--- src/rtl/frg_pkg.sv ---
// frg_pkg: shared constants and helpers for the fractional rate clock generator.
// Assumes nothing beyond the widths given to the modules that import it.
package frg_pkg;
    localparam int FRG_DEF_FRAC_W = 8;
    localparam int FRG_DEF_REG_W  = 32;

    // True when a ratio field pair must stop the output clock.
    function automatic logic frg_is_halted(input logic num_zero, input logic den_zero);
        return num_zero | den_zero;
    endfunction
endpackage

--- src/rtl/frg_cfg_reg.sv ---
// frg_cfg_reg: holds the numerator and denominator fields of the ratio word.
// Denominator sits in the low field, numerator directly above it; any bits
// above both fields are reserved, read back as zero and expected zero on write.
// Assumes REG_W >= 2*FRAC_W.
module frg_cfg_reg #(
    parameter int FRAC_W = 8,
    parameter int REG_W  = 32
) (
    input  logic              clk,
    input  logic              rst_n,
    input  logic              wr_en,
    input  logic [REG_W-1:0]  wr_data,
    output logic [FRAC_W-1:0] num,
    output logic [FRAC_W-1:0] den,
    output logic [REG_W-1:0]  rd_data
);
    localparam int FIELDS_W = 2 * FRAC_W;

    logic [FRAC_W-1:0] num_q;
    logic [FRAC_W-1:0] den_q;

    // Capture both fields on a write strobe; clear them on reset.
    always_ff @(posedge clk) begin
        if (!rst_n) begin
            num_q <= '0;
            den_q <= '0;
        end else if (wr_en) begin
            num_q <= wr_data[FIELDS_W-1:FRAC_W];
            den_q <= wr_data[FRAC_W-1:0];
        end
    end

    assign num = num_q;
    assign den = den_q;

    // Pad the read word with zeros above the fields when the word is wider.
    generate
        if (REG_W > FIELDS_W) begin : g_pad
            assign rd_data = {{(REG_W-FIELDS_W){1'b0}}, num_q, den_q};

            // Reserved bits must be written as zero (R2 usage rule).
            p_rsv_clean_r2: assert property (@(posedge clk) disable iff (!rst_n)
                wr_en |-> (wr_data[REG_W-1:FIELDS_W] == '0));
        end else begin : g_nopad
            assign rd_data = {num_q, den_q};
        end
    endgenerate

    // A written word reads back on the next cycle.
    p_readback_r2: assert property (@(posedge clk) disable iff (!rst_n)
        wr_en |=> (rd_data[FIELDS_W-1:0] == $past(wr_data[FIELDS_W-1:0])));
endmodule

--- src/rtl/frg_pulse_dist.sv ---
// frg_pulse_dist: accumulator-based pulse distributor. It adds the numerator
// each cycle; once the sum reaches the denominator, it takes the denominator
// off and raises a registered one-cycle pulse. This yields num pulses per den
// cycles, spread evenly. A restart or a zero field clears the accumulator.
// Assumes num <= den for the bounded, evenly spread behaviour.
module frg_pulse_dist
    import frg_pkg::*;
#(
    parameter int FRAC_W = 8
) (
    input  logic              clk,
    input  logic              rst_n,
    input  logic              restart,
    input  logic [FRAC_W-1:0] num,
    input  logic [FRAC_W-1:0] den,
    output logic              pulse
);
    localparam int ACC_W = FRAC_W + 1;
    localparam int SUM_W = ACC_W + 1;

    logic [ACC_W-1:0] acc_q;
    logic [SUM_W-1:0] sum;
    logic             halted;
    logic             wrap;

    // Next sum and the wrap decision for this cycle.
    always_comb begin
        halted = frg_is_halted(num == '0, den == '0);
        sum    = SUM_W'(acc_q) + SUM_W'(num);
        wrap   = (sum >= SUM_W'(den));
    end

    // Advance the accumulator and register the pulse.
    always_ff @(posedge clk) begin
        if (!rst_n || restart || halted) begin
            acc_q <= '0;
            pulse <= 1'b0;
        end else if (wrap) begin
            acc_q <= ACC_W'(sum - SUM_W'(den));
            pulse <= 1'b1;
        end else begin
            acc_q <= ACC_W'(sum);
            pulse <= 1'b0;
        end
    end

    // A zero field yields no pulse.
    p_halt_quiet_r3: assert property (@(posedge clk) disable iff (!rst_n)
        halted |=> !pulse);

    // A restart clears the phase.
    p_restart_clean_r8: assert property (@(posedge clk) disable iff (!rst_n)
        restart |=> (acc_q == '0 && !pulse));

    // The accumulator stays below the denominator for a legal ratio.
    p_acc_bound_r5: assert property (@(posedge clk) disable iff (!rst_n)
        (!restart && !halted && num <= den && acc_q < ACC_W'(den))
        |=> (acc_q < ACC_W'($past(den))));

    // An equal ratio pulses every cycle.
    p_full_rate_r9: assert property (@(posedge clk) disable iff (!rst_n)
        (!restart && !halted && num == den) |=> pulse);
endmodule

--- src/rtl/frg_toggle.sv ---
// frg_toggle: divide-by-two stage. Each input pulse inverts the output flop,
// which squares the output clock. A halt forces the flop low.
// Assumes pulse is a registered signal in the same clock domain.
module frg_toggle (
    input  logic clk,
    input  logic rst_n,
    input  logic halt,
    input  logic pulse,
    output logic clk_q
);
    // Flip on a pulse, clear on a halt or reset.
    always_ff @(posedge clk) begin
        if (!rst_n || halt) begin
            clk_q <= 1'b0;
        end else if (pulse) begin
            clk_q <= ~clk_q;
        end
    end

    // A pulse flips the output on the next edge.
    p_flip_on_pulse_r6: assert property (@(posedge clk) disable iff (!rst_n)
        (!halt && pulse) |=> (clk_q != $past(clk_q)));

    // With no pulse, the output holds.
    p_hold_no_pulse_r6: assert property (@(posedge clk) disable iff (!rst_n)
        (!halt && !pulse) |=> $stable(clk_q));

    // A halt drives the output low.
    p_halt_low_r3: assert property (@(posedge clk) disable iff (!rst_n)
        halt |=> !clk_q);
endmodule

--- src/rtl/frac_clk_gen.sv ---
// frac_clk_gen: top of the fractional rate clock generator. It takes a
// configuration word holding the numerator and denominator, emits num ticks
// per den source cycles and a squared clock at source*(num/den)/2.
// Assumes num <= den; a zero in either field stops the output.
module frac_clk_gen
    import frg_pkg::*;
#(
    parameter int FRAC_W = FRG_DEF_FRAC_W,
    parameter int REG_W  = FRG_DEF_REG_W
) (
    input  logic             clk,
    input  logic             rst_n,
    input  logic             cfg_we,
    input  logic [REG_W-1:0] cfg_wdata,
    output logic [REG_W-1:0] cfg_rdata,
    output logic             mclk_tick,
    output logic             mclk_out
);
    logic [FRAC_W-1:0] num;
    logic [FRAC_W-1:0] den;
    logic              halted;

    // Stopping condition derived from the stored fields.
    always_comb begin
        halted = frg_is_halted(num == '0, den == '0);
    end

    frg_cfg_reg #(.FRAC_W(FRAC_W), .REG_W(REG_W)) u_cfg (
        .clk     (clk),
        .rst_n   (rst_n),
        .wr_en   (cfg_we),
        .wr_data (cfg_wdata),
        .num     (num),
        .den     (den),
        .rd_data (cfg_rdata)
    );

    frg_pulse_dist #(.FRAC_W(FRAC_W)) u_dist (
        .clk     (clk),
        .rst_n   (rst_n),
        .restart (cfg_we),
        .num     (num),
        .den     (den),
        .pulse   (mclk_tick)
    );

    frg_toggle u_tgl (
        .clk   (clk),
        .rst_n (rst_n),
        .halt  (halted),
        .pulse (mclk_tick),
        .clk_q (mclk_out)
    );

    // Outputs are quiet in the first cycle after reset.
    p_reset_quiet_r1: assert property (@(posedge clk)
        !rst_n |=> (!mclk_tick && !mclk_out && cfg_rdata == '0));
endmodule

--- config.mk ---
export PLATFORM = sky130hd
export DESIGN_NAME = frac_clk_gen
export DESIGN_NICKNAME = d
export VERILOG_FILES = /design/src/rtl/frg_pkg.sv /design/src/rtl/frg_cfg_reg.sv /design/src/rtl/frg_pulse_dist.sv /design/src/rtl/frg_toggle.sv /design/src/rtl/frac_clk_gen.sv
export SDC_FILE = /design/constraint.sdc
export NUM_CORES = 1
export LEC_CHECK = 0
export BUFFER_PORTS_ARGS = -buffer_cell sky130_fd_sc_hd__buf_4
export CORE_UTILIZATION = 35
export DETAILED_ROUTE_END_ITERATION = 7
export HOLD_SLACK_MARGIN = 0.02
export RECOVER_POWER = 50
export SKIP_LAST_GASP = 1
export SYNTH_ARGS = -nofsm -noshare
export SYNTH_HDL_FRONTEND = slang
export SYNTH_SLANG_ARGS = --single-unit
--- constraint.sdc ---
create_clock -name clk -period 3.8 [get_ports clk]
set_input_delay 0.38 -clock clk [delete_from_list [all_inputs] [get_ports clk]]
set_output_delay 0.38 -clock clk [all_outputs]
set_load 0.01 [all_outputs]
==> flow_summary.json <==
{
  "status": "completed",
  "path_cells": "ha_1, inv_1, fa_1, nor2b_1, o21a_1, o21ai_0, a21boi_0, nor2_1, ha_1, nand2_1, o21ai_0, a211o_1, a211o_1, or3_1, o2bb2ai_1",
  "path_max_fanout": 4,
  "tightest_slew_ns": 1.206,
  "port_buffers": 36,
  "clockBufferDepth": 2,
  "synth-edff-count": 0,
  "hold_depth": 3,
  "critPathLaunchType": "register",
  "worst-r2r-cell-count": 15,
  "die_area_mm2": 0.005648,
  "rsz0062_at_grt": "false",
  "grt_pass1_wl_um": 5961,
  "p_clk_share_pct": 17.3,
  "hold_viol": 0,
  "power.switching_mw": 0.3857,
  "diodes": 0,
  "layout_setup_ws_ns": 0.2814,
  "row_count": 26,
  "gr-usage-all-layers_pct": 13.99,
  "postRouteAntennaNets": 0,
  "slew_headroom_pct": 19.63,
  "hp-start": "cfg_wdata[1]",
  "dr_total_vias": 1491,
  "worst_path_max_delay_cell": "fa_1",
  "r2r_end": "u_dist.acc_q[6]",
  "die_h_um": 75.16,
  "core_area_mm2": 0.005140,
  "boundaryPins": 69,
  "power_mw": 0.9994,
  "route.detailed.drc": 0,
  "numCtsBuffers": 3,
  "viasPerCell": 4.616,
  "clk_pin_slew_ns": 0.10,
  "ir_drop_v": 0.0002151,
  "arrival_ns": 3.73,
  "hold_path_class": "in2reg",
  "pwr-share-comb_pct": 49.5,
  "post-route-period-util_pct": 92.60,
  "rrSetupSlack_ns": 0.28,
  "gp_congestion": 0.8013,
  "min_to": "u_cfg.den[1]",
  "synth-seq-area-share_pct": 28.86,
  "leakagePower_nw": 1.029,
  "power_frac_seq_pct": 33.2,
  "avgSynthCellArea_um2": 8.632,
  "ys.flop_type": "dfxtp_1",
  "ctsHoldBuffers": 0,
  "nNetsFinal": 307,
  "drive_gt1_share_pct": 16.21,
  "finalWirelength_um": 3732,
  "hold_ws_ns": 0.3486,
  "cp_slowest_stage_delay_ns": 0.40,
  "fmax_mhz": 284.2,
  "htree_num_levels": 1,
  "swShare_pct": 38.59,
  "post-route-util_pct": 42.58,
  "grt.overflow.total": 0,
  "clock_latency_ns": 0.28,
  "worstSetupStartpoint": "u_cfg.num[0]",
  "place_ws_ns": 0.3018,
  "netlist_instances": 217,
  "drt_iter0_drc": 42,
  "setup_tns_ns": 0,
  "firstDrtPassIters": 4,
  "synth.distinct_cells": 41,
  "worst_setup_path_end_kind": "register",
  "final.min_clock_period_ns": 3.519,
  "worstSetupPathType": "reg2reg",
  "antenna_found_initial": 0,
  "yosys.area.top_type_share_pct": 28.86,
  "root_buffer": "clkbuf_8",
  "first_global_vias": 1336,
  "syn2layout_area_growth_pct": 16.83,
  "report.final.slew_viol_count": 0,
  "skew_ns": 0.009201,
  "maxCapViolCount": 0,
  "setup_viol": 0,
  "post_cts_resized": 0,
  "yosysWarningCount": 0,
  "cp.required_ns": 4.01,
  "powerDensity_mw_per_mm2": 456.7,
  "netlist_area_mm2": 0.001873,
  "synthTopCellsByArea": "dfxtp_1 29%, ha_1 11%, mux2i_1 8.6%",
  "synth_top_cell_by_area": "dfxtp_1",
  "wl_per_cell_um": 11.55,
  "cts.sinks": 27,
  "initial_core_util_pct": 36.44,
  "synth-async-reset-ratio_pct": 0,
  "post-cts-setup-buffers": 0,
  "dp_hpwl_um": 3070,
  "die_x_um": 75.16,
  "grt_max_degree": 18,
  "synth_seq_cells": 27,
  "intPower_mw": 0.6137,
  "cts_tree": "yes",
  "timing.rr.start": "u_cfg.num[0]"
}
worst max-delay path by stage:
stage                      endpoint
floorplan           u_dist.acc_q[6]
global placement    u_dist.acc_q[6]
detailed placement  u_dist.acc_q[6]
CTS                 u_dist.acc_q[6]
global route        u_dist.acc_q[6]
finish              u_dist.acc_q[6]
cell type report:
type / instances / area [µm²]
clock buffer: 3 / 41.29
clock inverter: 1 / 7.507
fill: 539 / 2952
inverter: 16 / 60.06
multi-input combinational: 168 / 1189
sequential: 27 / 540.5
tap: 70 / 87.58
timing repair buffer: 38 / 262.8
cells in the final DEF (no fill, tap or decap), types with 2 or more instances in the layout:
master      n
buf_4      32
dfxtp_1    27
nor2b_1    17
inv_1      16
mux2i_1    16
ha_1       16
conb_1     16
nand2_1    15
a21oi_1    14
o21ai_0    10
nor2_1     10
xnor2_1     8
clkbuf_1    6
a21o_1      4
nand3_1     4
nor4_1      4
a211oi_1    3
and3_1      3
xor2_1      3
clkbuf_8    3
o21a_1      2
a211o_1     2
a211oi_2    2
o2bb2ai_1   2
fa_1        2
per-stage QoR:
stage	cells	instance area [µm²]
2_1_floorplan	232	1929
3_3_place_gp	319	2162
3_5_place_dp	319	2162
4_1_cts	323	2211
5_1_grt	323	2188
6_report	323	2188
power by group through the flow:
stage               Sequential (mW)  Clock, mW  Combinational [mW]
floorplan                     0.339          0               0.385
global placement              0.339          0               0.495
detailed placement            0.339          0               0.496
CTS                           0.332      0.178               0.500
global route                  0.335      0.191               0.551
finish                        0.332      0.173               0.495
synth_stat cells (all sizes together) (2+ instances only):
cell	number
a21oi	14
and3	3
ha	16
fa	2
o2bb2ai	2
o21a	2
mux2i	16
a21o	4
nand2	15
dfxtp	27
nand3	4
nor2	10
nor2b	17
inv	16
nor4	4
xnor2	8
or2	2
a211oi	5
buf	18
xor2	3
clkbuf	3
or3	2
a211o	2
o21ai	10
cell families (layout without fill, tap and decap cells):
logic type	count (synthesis)	in the layout	synth area share, %
multiplexers	16	16	8.550
adder cells (fa/ha/maj)	18	18	12.83
flip-flops	27	27	28.86
other	1	16	0.2002
buffers and inverters	37	58	10.69
AND/OR/NAND/NOR	60	60	16.77
AO/OA/AOI/OAI	47	47	16.97
XOR/XNOR	11	11	5.144
worst max-delay path: cells and delay by family, from the launching register on:
family                     cells  cell delay (ns)
AOI/OAI and AO/OA              7             1.38
adders and majority gates      3             0.93
and+or+nand+nor                4             0.69
DFF                            1             0.39
buffers and inverters          1             0.06
sequential cells by signal (all words and copies together) (netlist names):
name and count:
u_cfg.den 8, u_tgl.clk_q 1, u_dist.acc_q 9, u_cfg.num 8
u_dist.pulse 1
routing by layer:
| metal | up-vias | GRT usage [%] | share of wire (%) |
|---|---|---|---|
| met3 | 2 | 2.410 | 3.7 |
| met2 | 34 | 26.03 | 48 |
| li1 | 791 | - | - |
| met5 | - | 0 | 0 |
| met1 | 664 | 16.77 | 47 |
| met4 | 0 | 3.086 | 0.46 |
Power figures use the tool's default switching activity.
